==> src/rtl/regfile_pkg.sv <==
package regfile_pkg;

    localparam int BYTE_W = 8;
    localparam int WORD_W = 2 * BYTE_W;
    localparam int SEL_W  = 3;
    localparam int NUM_IDX = 2;

    typedef logic [BYTE_W-1:0] byte_t;
    typedef logic [WORD_W-1:0] word_t;

    typedef enum logic [SEL_W-1:0] {
        SEL_A    = 3'd0,
        SEL_B    = 3'd1,
        SEL_D    = 3'd2,
        SEL_X    = 3'd3,
        SEL_Y    = 3'd4,
        SEL_SP   = 3'd5,
        SEL_PC   = 3'd6,
        SEL_NONE = 3'd7
    } reg_sel_e;

    typedef struct packed {
        logic     en;
        reg_sel_e sel;
        word_t    data;
    } wr_req_t;

    typedef struct packed {
        logic push;
        logic pull;
    } stk_req_t;

    function automatic word_t offset_add(input word_t base, input byte_t off);
        return base + word_t'(off);
    endfunction

    function automatic word_t zext_byte(input byte_t b);
        return word_t'(b);
    endfunction

endpackage

==> src/rtl/acc_pair.sv <==
module acc_pair
    import regfile_pkg::*;
(
    input  logic    clk,
    input  logic    rst,
    input  wr_req_t wr,
    output byte_t   acc_hi,
    output byte_t   acc_lo
);
    byte_t hi_q, lo_q;

    always_ff @(posedge clk) begin
        if (rst) begin
            hi_q <= '0;
            lo_q <= '0;
        end else if (wr.en) begin
            case (wr.sel)
                SEL_A: hi_q <= wr.data[BYTE_W-1:0];
                SEL_B: lo_q <= wr.data[BYTE_W-1:0];
                SEL_D: begin
                    hi_q <= wr.data[WORD_W-1:BYTE_W];
                    lo_q <= wr.data[BYTE_W-1:0];
                end
                default: ;
            endcase
        end
    end

    assign acc_hi = hi_q;
    assign acc_lo = lo_q;

    // a double-accumulator write splits across both bytes
    a_r3_double_split: assert property (@(posedge clk) disable iff (rst)
        (wr.en && wr.sel == SEL_D) |=> ({acc_hi, acc_lo} == $past(wr.data)));

    // a write to A leaves B alone
    a_r2_a_keeps_b: assert property (@(posedge clk) disable iff (rst)
        (wr.en && wr.sel == SEL_A) |=> $stable(acc_lo));

endmodule

==> src/rtl/index_bank.sv <==
module index_bank
    import regfile_pkg::*;
(
    input  logic    clk,
    input  logic    rst,
    input  wr_req_t wr,
    input  logic    idx_sel,
    input  byte_t   offset,
    output word_t   idx_x,
    output word_t   idx_y,
    output word_t   ea
);
    word_t idx_q [NUM_IDX];

    for (genvar g = 0; g < NUM_IDX; g++) begin : g_idx
        localparam reg_sel_e MY_SEL = (g == 0) ? SEL_X : SEL_Y;
        always_ff @(posedge clk) begin
            if (rst)
                idx_q[g] <= '0;
            else if (wr.en && wr.sel == MY_SEL)
                idx_q[g] <= wr.data;
        end
    end

    assign idx_x = idx_q[0];
    assign idx_y = idx_q[1];
    assign ea    = offset_add(idx_sel ? idx_q[1] : idx_q[0], offset);

    // writing X does not disturb Y
    a_r4_x_keeps_y: assert property (@(posedge clk) disable iff (rst)
        (wr.en && wr.sel == SEL_X) |=> $stable(idx_y));

    // writing Y does not disturb X
    a_r4_y_keeps_x: assert property (@(posedge clk) disable iff (rst)
        (wr.en && wr.sel == SEL_Y) |=> $stable(idx_x));

    // zero offset yields the base itself
    always_comb begin
        if (!rst && offset == '0)
            a_r5_zero_offset: assert (ea == (idx_sel ? idx_y : idx_x));
    end

endmodule

==> src/rtl/stack_unit.sv <==
module stack_unit
    import regfile_pkg::*;
#(
    parameter logic [regfile_pkg::WORD_W-1:0] SP_INIT = '0
)(
    input  logic     clk,
    input  logic     rst,
    input  wr_req_t  wr,
    input  stk_req_t req,
    output word_t    sp,
    output word_t    addr,
    output logic     err
);
    word_t sp_q, sp_inc, sp_dec;
    logic  sp_wr;

    assign sp_inc = sp_q + word_t'(1);
    assign sp_dec = sp_q - word_t'(1);
    assign sp_wr  = wr.en && (wr.sel == SEL_SP);

    always_ff @(posedge clk) begin
        if (rst)
            sp_q <= SP_INIT;
        else if (sp_wr)
            sp_q <= wr.data;
        else if (req.push)
            sp_q <= sp_dec;
        else if (req.pull)
            sp_q <= sp_inc;
    end

    always_comb begin
        if (!req.push && req.pull)
            addr = sp_inc;
        else
            addr = sp_q;
    end

    assign err = req.push & req.pull;
    assign sp  = sp_q;

    // a push moves the pointer down by one
    a_r6_push_dec: assert property (@(posedge clk) disable iff (rst)
        (req.push && !sp_wr) |=> (sp == $past(addr) - word_t'(1)));

    // a lone pull leaves the pointer on the address it used
    a_r7_pull_lands: assert property (@(posedge clk) disable iff (rst)
        (req.pull && !req.push && !sp_wr) |=> (sp == $past(addr)));

    // on conflict the push address is used
    a_r8_conflict_push: assert property (@(posedge clk) disable iff (rst)
        err |-> (addr == sp));

    // an explicit write beats any adjustment
    a_r9_write_wins: assert property (@(posedge clk) disable iff (rst)
        sp_wr |=> (sp == $past(wr.data)));

endmodule

==> src/rtl/cpu_regfile.sv <==
module cpu_regfile
    import regfile_pkg::*;
#(
    parameter logic [15:0] SP_INIT = 16'h0000
)(
    input  logic        clk,
    input  logic        rst,
    input  logic        wr_en,
    input  logic [2:0]  wr_sel,
    input  logic [15:0] wr_data,
    input  logic [2:0]  rd_sel,
    output logic [15:0] rd_data,
    input  logic        idx_sel,
    input  logic [7:0]  offset,
    output logic [15:0] ea,
    input  logic        push,
    input  logic        pull,
    output logic [15:0] stk_addr,
    output logic        stk_err
);
    wr_req_t  wr;
    stk_req_t req;
    byte_t    acc_hi, acc_lo;
    word_t    idx_x, idx_y, sp, pc_q;

    assign wr.en   = wr_en;
    assign wr.sel  = reg_sel_e'(wr_sel);
    assign wr.data = wr_data;
    assign req.push = push;
    assign req.pull = pull;

    acc_pair u_acc (
        .clk    (clk),
        .rst    (rst),
        .wr     (wr),
        .acc_hi (acc_hi),
        .acc_lo (acc_lo)
    );

    index_bank u_idx (
        .clk     (clk),
        .rst     (rst),
        .wr      (wr),
        .idx_sel (idx_sel),
        .offset  (offset),
        .idx_x   (idx_x),
        .idx_y   (idx_y),
        .ea      (ea)
    );

    stack_unit #(.SP_INIT(SP_INIT)) u_stk (
        .clk  (clk),
        .rst  (rst),
        .wr   (wr),
        .req  (req),
        .sp   (sp),
        .addr (stk_addr),
        .err  (stk_err)
    );

    always_ff @(posedge clk) begin
        if (rst)
            pc_q <= '0;
        else if (wr.en && wr.sel == SEL_PC)
            pc_q <= wr.data;
    end

    always_comb begin
        case (reg_sel_e'(rd_sel))
            SEL_A:   rd_data = zext_byte(acc_hi);
            SEL_B:   rd_data = zext_byte(acc_lo);
            SEL_D:   rd_data = {acc_hi, acc_lo};
            SEL_X:   rd_data = idx_x;
            SEL_Y:   rd_data = idx_y;
            SEL_SP:  rd_data = sp;
            SEL_PC:  rd_data = pc_q;
            default: rd_data = '0;
        endcase
    end

    // a program-counter write is visible on the next cycle
    a_r11_pc_load: assert property (@(posedge clk) disable iff (rst)
        (wr_en && wr_sel == 3'd6) |=> (pc_q == $past(wr_data)));

    // code 7 touches nothing
    a_r10_none_ignored: assert property (@(posedge clk) disable iff (rst)
        (wr_en && wr_sel == 3'd7 && !push && !pull) |=>
        ($stable(pc_q) && $stable(sp) && $stable(idx_x) && $stable(idx_y)
         && $stable(acc_hi) && $stable(acc_lo)));

endmodule

==> config.mk <==
export PLATFORM = sky130hd
export DESIGN_NAME = cpu_regfile
export DESIGN_NICKNAME = d
export VERILOG_FILES = /design/src/rtl/regfile_pkg.sv /design/src/rtl/acc_pair.sv /design/src/rtl/index_bank.sv /design/src/rtl/stack_unit.sv /design/src/rtl/cpu_regfile.sv
export SDC_FILE = /design/constraint.sdc
export NUM_CORES = 1
export LEC_CHECK = 0
export BUFFER_PORTS_ARGS = -buffer_cell sky130_fd_sc_hd__buf_2
export CAP_MARGIN = 5
export CORE_UTILIZATION = 58
export CTS_CLUSTER_DIAMETER = 50
export CTS_CLUSTER_SIZE = 40
export DETAILED_ROUTE_END_ITERATION = 7
export GPL_TIMING_DRIVEN = 0
export HOLD_SLACK_MARGIN = 0.05
export MAX_ROUTING_LAYER = met4
export PLACE_DENSITY = 0.82
export SYNTH_ARGS = -nofsm -noshare
export SYNTH_HDL_FRONTEND = slang
export SYNTH_SLANG_ARGS = --single-unit
==> constraint.sdc <==
create_clock -name clk -period 4.1 [get_ports clk]
set_input_delay 0.615 -clock clk [delete_from_list [all_inputs] [get_ports clk]]
set_output_delay 0.615 -clock clk [all_outputs]
set_load 0.01 [all_outputs]
==> summary.txt <==
R2R Path Start: u_stk.sp[1]$_SDFFE_PP0P_
ys flop type: dfxtp_1
first-pass GRT wire length: 24.2 mm
via count: 5020
clk_skew: 7.29 ps
CP max stage delay: 390 ps
final worst path period share: 0.905
startpoint types: input port
largest net degree at the start of global routing: 19
First DRT Iteration DRCs: 374
maxcap violations: 0
Max VDD drop: 0.200 mV
CP endpoint kind: output port
latest clock arrival within the worst-skew pair: 360 ps
sequential-to-total area share from yosys stat: 0.363
critical path endpoint: ea[15]
Routed WL: 15.4 mm
I/O pin total: 85
maximum clock rate: 270 MHz
Netlist cell types: 56
Clock Path Buffers: 2
most common cell after layout, fill and taps aside: buf_2
post-synthesis average cell area: 8.63 µm²
Die W: 97.5 µm
Cells after DPL: 801
Core Util, Final: 0.687
ratio of cells with drive above 1 in the final layout: 0.178
Slew HR: 0.337
Async S/R FF share, synth: 0
Setup crit start: idx_sel
H-tree Lvls: 3
CTS Buf Count: 9
Final ANT Viol Nets: 0
PnR Total Power: 2160 µW
Crit Reg-Reg Endpoint: u_stk.sp[10]$_SDFFE_PP0P_
RSZ-0062 raised after global routing: no
outcome: finished clean
flops & latches, synth: 80
multi-input logic area: 3150 µm²
most frequent cells in the layout: buf_2, nand2_1, nor2_1, dfxtp_1, a21oi_1
Crit path top cell by count: buf_2
FILL cells: 747
Slew Viols, Final: 0
vias in the first global route: 4635
Sink Count: 80
Crit path depth: 11
die area: 9500 µm²
fin nets: 750
Synth Net Count: 660
# setup viols final: 0
global-route usage over all layers: 0.336
post-CTS setup buffers: 0
Diodes inserted: 0
number of synthesis warnings: 0
routability cong.: 0.973
HP Class: reg2reg
die height: 97.5 µm
Remaining DRCs: 0
clk root buf: clkbuf_8
final non-filler cell total: 816
Mapped Area: 5290 µm²
Reg2Reg Depth: 7
routed wire length per instance: 18.9 µm
Hold Fails Final Rpt: 0
Core Area: 8760 µm²
Storage cell area: 1920 µm²
1st-pass router iterations: 5
Remaining Overflow, GRT: 0
CP top delay family: buffers and inverters
min cycle time layout: 3710 ps
Port Buf Inserts: 80
Worst-Margin Slew: 991 ps
# rows: 34
synthesized instance count: 613
reg-to-reg slack, setup: 1910 ps
initial core utilization: 0.604
Layout area overhead: 13.8%
EDFF count, synth: 32
CTS resizes: 0
critical path's slowest cell: buf_2
hold_buf cts: 0
Critical Path RT: 3480 ps
Bufs and invs on worst path: 3
Worst EP arrival: 3090 ps
Clk pin slew, worst setup/hold paths: 80 ps
CP max FO: 18
DP HPWL: 11.5 mm
Power Density: 358 nW/µm²
drt via density: 6.15
Worst Setup Path Type: in2out
CTS tree: done
worst-path cell chain: buf_2 > mux2i_1 > inv_1 > ha_1 > a21o_1 > nand4_1 > a21oi_1 > nor2_1 > nor4b_1 > xnor2_1 > buf_2
antenna violations before repair: 0
Leak: 0.00237 µW
[worst reg2reg max path, stage by stage, from the launching register on]
cell and delay (ps):
dfxtp_1 580, ha_1 340, nand3_1 180, nor3_1 410, nand2_1 140, xnor2_1 150
nor3_1 70, nor4_2 250
[cell usage after synthesis, drive strengths merged (16+ instances only)]
master | n | area (µm²)
dfxtp | 48 | 961
mux2i | 41 | 410
edfxtp | 32 | 961
and2 | 36 | 225
buf | 16 | 78.8
nor2 | 55 | 206
xnor2 | 25 | 219
a21oi | 43 | 215
nand2 | 69 | 259
o21ai | 25 | 125
clkbuf | 29 | 109
xor2 | 20 | 175
[through the flow]
step	TNS [ps]	setup WS, ps	cell area (µm²)	hold slack [ps]
2_1_floorplan	0	562	5290	433
6_report	0	391	6020	463
5_1_grt	0	194	6020	491
3_3_place_gp	0	107	5820	442
3_5_place_dp	-18.0	-18.0	5820	451
4_1_cts	0	360	6020	462
[state kept, by name, summed over array words and instances, names as in the netlist]
name,cells
u_idx.idx_q,32
pc_q,16
u_stk.sp,16
u_acc.acc_hi,8
u_acc.acc_lo,8
[final cells by class]
class	count	share of cell area
Clock buffer	9	0.0206
Clock inverter	7	0.0121
Sequential cell	80	0.319
Multi-Input combinational cell	479	0.523
Buffer	44	0.0306
Inverter	9	0.00561
Tap cell	108	0.0225
Timing Repair Buffer	80	0.0665
[how the worst min path moves through the flow]
stage	startpoint	to	slack [ps]	cells after the start
finish	pc_q[0]$_SDFFE_PP0P_	pc_q[0]$_SDFFE_PP0P_	460	2
global route	pc_q[0]$_SDFFE_PP0P_	pc_q[0]$_SDFFE_PP0P_	490	2
CTS	pc_q[14]$_SDFFE_PP0P_	pc_q[14]$_SDFFE_PP0P_	460	2
detailed placement	pc_q[14]$_SDFFE_PP0P_	pc_q[14]$_SDFFE_PP0P_	450	2
global placement	pc_q[10]$_SDFFE_PP0P_	pc_q[10]$_SDFFE_PP0P_	440	2
floorplan	pc_q[3]$_SDFFE_PP0P_	pc_q[3]$_SDFFE_PP0P_	430	2
[where the power goes]
group,internal [µW],switching (µW),total (µW)
clock network,281,300,581
logic,270,380,650
registers,882,43.1,925
total,1430,723,2160
[logic make-up after synthesis]
| group | after synthesis | synth area share |
|---|---|---|
| muxes | 53 | 0.103 |
| DFF | 80 | 0.363 |
| and+or+nand+nor | 236 | 0.229 |
| buffers and inverters | 54 | 0.0419 |
| adders and majority gates | 11 | 0.0274 |
| xor gates and xnor gates | 45 | 0.0745 |
| AOI/OAI and AO/OA | 134 | 0.161 |
[metal layers]
metal  global-route usage  wire length (µm)  up-vias
met2                0.549              7440      260
met5                    -                 0        -
met3               0.0453              1080       46
li1                     -                 -     2371
met4                0.133               500        0
met1                0.421              6370     2343
No activity file was read; power rests on OpenSTA's default activity.
